`src/rtl/seq_break_unit.sv`:
```
module seq_break_unit #(
  parameter int CNT_W = 12
) (
  input  logic             clk,
  input  logic             rst_n,
  input  logic             a_hit,
  input  logic             a_hit_bus,
  input  logic             a_sel_bus,
  input  logic             b_hit,
  input  logic             b_hit_bus,
  input  logic             b_sel_bus,
  input  logic             seq_en,
  input  logic             cnt_en,
  input  logic             cnt_load,
  input  logic [CNT_W-1:0] cnt_value,
  input  logic             a_clr,
  input  logic             b_clr,
  output logic             a_flag,
  output logic             b_flag,
  output logic             brk_req
);

  localparam logic [CNT_W-1:0] CNT_ONE = CNT_W'(1);

  logic             armed;
  logic [CNT_W-1:0] cnt_q;

  wire qa       = a_hit && (a_hit_bus == a_sel_bus);
  wire qb       = b_hit && (b_hit_bus == b_sel_bus);
  wire cnt_done = (cnt_q <= CNT_ONE);
  wire b_elig   = seq_en ? armed : 1'b1;
  wire b_fire   = qb && b_elig && (!cnt_en || cnt_done);
  wire brk_d    = seq_en ? b_fire : (qa || b_fire);
  wire disarm   = !seq_en && a_clr;

  always_ff @(posedge clk or negedge rst_n) begin
    if (!rst_n) begin
      a_flag  <= 1'b0;
      b_flag  <= 1'b0;
      brk_req <= 1'b0;
      armed   <= 1'b0;
      cnt_q   <= CNT_ONE;
    end else begin
      a_flag  <= qa ? 1'b1 : (a_clr ? 1'b0 : a_flag);
      b_flag  <= qb ? 1'b1 : (b_clr ? 1'b0 : b_flag);
      brk_req <= brk_d;

      if ((seq_en && b_fire) || disarm) armed <= 1'b0;
      else if (seq_en && qa)            armed <= 1'b1;

      if (cnt_load)
        cnt_q <= cnt_value;
      else if (cnt_en && qb && b_elig && !cnt_done)
        cnt_q <= cnt_q - CNT_ONE;
    end
  end

  AST_SEQ_NEEDS_ARM: assert property (@(posedge clk) disable iff (!rst_n)
    (seq_en && qb && !armed) |=> !brk_req);

  AST_NO_SIMUL_BREAK: assert property (@(posedge clk) disable iff (!rst_n)
    (seq_en && !armed && qa && qb) |=> (!brk_req && armed));

  AST_CLR_ALONE_KEEPS_ARM: assert property (@(posedge clk) disable iff (!rst_n)
    (armed && seq_en && a_clr && !qb) |=> armed);

  AST_DISARM_AFTER_BREAK: assert property (@(posedge clk) disable iff (!rst_n)
    (seq_en && armed && brk_d) |=> (brk_req && !armed));

  AST_CNT_FLOOR: assert property (@(posedge clk) disable iff (!rst_n)
    (cnt_q != '0 && !cnt_load) |=> (cnt_q != '0));

  AST_FLAG_STICKY: assert property (@(posedge clk) disable iff (!rst_n)
    (a_flag && !a_clr) |=> a_flag);

  AST_NORMAL_A_BREAK: assert property (@(posedge clk) disable iff (!rst_n)
    (!seq_en && qa) |=> brk_req);

endmodule

```
`config.mk`:
```
export PLATFORM = sky130hd
export DESIGN_NAME = seq_break_unit
export DESIGN_NICKNAME = d
export VERILOG_FILES = /design/src/rtl/seq_break_unit.sv
export SDC_FILE = /design/constraint.sdc
export NUM_CORES = 1
export LEC_CHECK = 0
export ABC_CLOCK_PERIOD_IN_PS = 4700
export CAP_MARGIN = 10
export CORE_UTILIZATION = 25
export CTS_CLUSTER_DIAMETER = 50
export DETAILED_ROUTE_END_ITERATION = 12
export DONT_BUFFER_PORTS = 1
export GPL_ROUTABILITY_DRIVEN = 0
export PLACE_DENSITY = 0.38
export SLEW_MARGIN = 20
export SYNTH_ARGS = -nofsm -noshare
export SYNTH_HDL_FRONTEND = slang
export SYNTH_SLANG_ARGS = --single-unit
```
`constraint.sdc`:
```
create_clock -name clk -period 4.7 [get_ports clk]
set_input_delay 0.235 -clock clk [delete_from_list [all_inputs] [get_ports clk]]
set_output_delay 0.235 -clock clk [all_outputs]
set_load 0.05 [all_outputs]
```
==> impl_metrics.yaml <==
run_status:
  outcome: "finished, final reports clean"
setup_path:
  criticalPathCategory: "reg2reg"
  regToRegStartpoint: "cnt_q[8]"
  end_kind: "flip-flop"
  r2r_end: "armed"
  cp_max_fo: 7
  worstPathCellList: "or4_4, or4_4, a21o_1, a32o_1"
  cp_data_arrival_time_ns: 2.22
  worst_path_max_delay_cell: "or4_4"
  max_stage_delay_ns: 0.57
  worstRegToRegCells: 4
  crit_path_frequent_cell: "or4_4"
  r2r_slack_ns: 2.62
  required_ns: 4.84
  start_kind: "flip-flop"
  cp-startpoint: "cnt_q[8]"
clock_tree:
  tritoncts: "built"
  cts.sinks: 16
  cts_setup_buffers: 0
  numCtsBuffers: 3
  clkSlewWorstSetupHoldPaths_ns: 0.07
  ctsHoldBuffers: 1
  cts-root-buf: "clkbuf_8"
  clk_latency_ns: 0.25
  cts_resized: 0
  clock_path_buffers: 2
  cts_max_level: 1
power:
  intPower_w: 0.0002494
  power_density_mw_per_mm2: 316.7
  pwr-share-seq_pct: 49.8
  switching_share_pct: 28.81
  p_leak_nw: 0.4188
  peakVddDrop_mv: 0.09792
  power_frac_comb_pct: 14.8
  power_switching_w: 0.0001009
  p_clk_share_pct: 35.4
min_path:
  hold_path_class: "in2reg"
  whs_endpoint: "a_flag"
  hp-start: "a_clr"
  hold_depth: 1
route:
  wirelength_um: 2415
  route.detailed.drc: 0
  detail-route-antenna-nets: 0
  wl_met1_um: 1151
  drtPass1Iterations: 4
  wl_per_cell_um: 15.19
  dr_wl_met3_um: 113
  vias: 876
  top_layer_used: "met4"
  dr_wl_met2_um: 1127
  vias_per_cell: 5.509
  drt_iter0_drc: 40
floorplanning:
  ioPinCount: 28
  design.die.area_mm2: 0.004271
  start_util_pct: 26.80
  core_area_mm2: 0.003744
  die_y_um: 65.36
  die_x_um: 65.36
  num_rows: 22
logic_synthesis:
  yosysSeqAreaShare_pct: 40.02
  synth_cell_types: 47
  postSynthCellCount: 110
  synth.ff_latch_count: 16
  yosys_warnings: 0
  synthesis.nets: 137
  synth_area_per_cell_um2: 9.122
  netlist_area_mm2: 0.001003
timing:
  whs_ns: 0.08137
  fin_skew_ns: 0.001928
  slew_viol_final: 0
  tns_ns: 0
  rsz0062_at_grt: "false"
  period_needed_ns: 2.083
  period_share_pct: 44.32
  relSlewSlack_pct: 48.23
  hold_viol: 0
  timing.fmax_mhz: 480.1
  finalSetupViolCount: 0
  worst_pin_slew_ns: 0.7740
placed_design:
  port_buffers: 0
  post-dp-hpwl_um: 1828
grt:
  grt_max_degree: 18
  antenna_found_initial: 0
  grt_usage_pct: 12.69
  overflow: 0
  grt_pass1_vias: 822
  grt_pass1_wl_um: 4043
layout:
  layout.nets: 139
  area_growth_syn_to_layout_pct: 10.22
  drive_gt1_share_pct: 10.81
  n_antenna_cell: 0
job:
  cap_violations: 0
==> flip-flops by register name, indices dropped and copies added (netlist names) <==
signal   count
brk_req      1
b_flag       1
cnt_q       12
armed        1
a_flag       1
==> cell families after synthesis <==
logic type | share of synthesized area [%]
compound gates | 24.31
xor+xnor | 1.746
fa+ha+maj | 2.493
buf+inv | 4.488
flops | 40.03
simple gates | 26.93
==> cells in the mapped netlist (all sizes together) <==
library cell | instances | area share [%]
nand4b | 1 | 0.87
and2 | 1 | 0.62
nand4bb | 1 | 1.1
a211o | 1 | 0.87
dfstp | 1 | 2.6
a311oi | 1 | 0.87
nor3 | 1 | 0.50
xnor2 | 2 | 1.7
nor4 | 1 | 0.62
o41ai | 1 | 0.87
inv | 6 | 2.2
ha | 2 | 2.5
dfrtp | 15 | 37
a41o | 1 | 1.0
a32o | 1 | 1.0
nor2 | 12 | 4.5
a31o | 1 | 0.87
and3 | 1 | 0.62
nand4 | 2 | 1.2
clkbuf | 2 | 0.75
and4 | 1 | 0.87
nand3 | 5 | 2.5
o311ai | 1 | 0.87
o211ai | 2 | 1.5
a21o | 1 | 0.75
o41a | 1 | 1.1
buf | 2 | 1.5
or3 | 2 | 1.4
o21bai | 1 | 0.75
nand2 | 7 | 2.6
o31ai | 3 | 2.2
a21oi | 1 | 0.50
or2 | 2 | 1.2
o21ai | 7 | 3.5
or4 | 7 | 6.1
nor4b | 1 | 0.87
o31a | 2 | 1.9
a31oi | 5 | 3.1
a2bb2oi | 1 | 0.87
nand2b | 2 | 1.2
o22a | 2 | 1.7
==> worst max-delay path by stage <==
stage / cells after the start / slack, ns / end
final: 4 / 2.62 / armed
after detailed placement: 4 / 2.63 / armed
after global placement: 4 / 2.62 / cnt_q[0]
after CTS: 4 / 2.62 / armed
after floorplan: 5 / 2.63 / armed
after global routing: 4 / 2.47 / cnt_q[3]
==> power groups by stage <==
| stage | clock network, W | logic [W] | registers (W) |
|---|---|---|---|
| 3_5_place_dp | 0 | 0.0000488 | 0.000177 |
| 3_3_place_gp | 0 | 0.0000484 | 0.000177 |
| 2_1_floorplan | 0 | 0.0000419 | 0.000174 |
| 5_1_grt | 0.000137 | 0.0000596 | 0.000177 |
| 6_report | 0.000124 | 0.0000517 | 0.000175 |
| 4_1_cts | 0.000127 | 0.0000526 | 0.000174 |
==> cell usage in the layout, fill, tap and decap left out, types with 2 or more instances in the layout <==
cell type,Yosys,layout
a31oi_1,5,5
clkbuf_8,0,4
xnor2_1,2,2
nor2_1,12,12
o21ai_0,6,6
o211ai_1,2,2
nand2b_1,2,2
or4_1,4,4
nand2_1,7,7
nand4_1,2,2
ha_1,2,2
dfrtp_1,15,15
o22a_1,2,2
nand3_1,5,5
inv_1,6,6
or2_2,2,2
or4_4,2,2
o31ai_1,3,3
==> per-stage QoR <==
| step | utilization, % | area (um^2) | total power (W) | instances | worst slack [ns] |
|---|---|---|---|---|---|
| CTS | 29.55 | 1106 | 0.0003542 | 159 | 2.615 |
| global route | 29.55 | 1106 | 0.0003734 | 159 | 2.466 |
| finish | 29.55 | 1106 | 0.0003502 | 159 | 2.617 |
| floorplan | - | 1003 | 0.0002157 | 110 | 2.632 |
| global placement | 27.81 | 1041 | 0.0002255 | 154 | 2.623 |
| detailed placement | 27.81 | 1041 | 0.0002259 | 154 | 2.629 |
==> metal layers <==
metal	vias up	track usage [%]
li1	426	-
met1	429	15.94
met2	19	20.62
met3	2	2.778
met4	0	5.707
met5	-	0
==> final cells by class <==
cell class              instances  area (um^2)
well taps                      48        60.06
fillers                       431         2638
multi-input cells              84        556.8
flip-flops and latches         16        401.6
clock buffers                   4        55.05
repair buffers                  1        10.01
inverters                       6        22.52
==> critical path: cells and delay by family (launching register included) <==
family,cells,cell delay [ns]
compound gates,2,0.45
simple gates,2,1.11
flops,1,0.41
No activity file was read; power rests on OpenSTA's default activity.
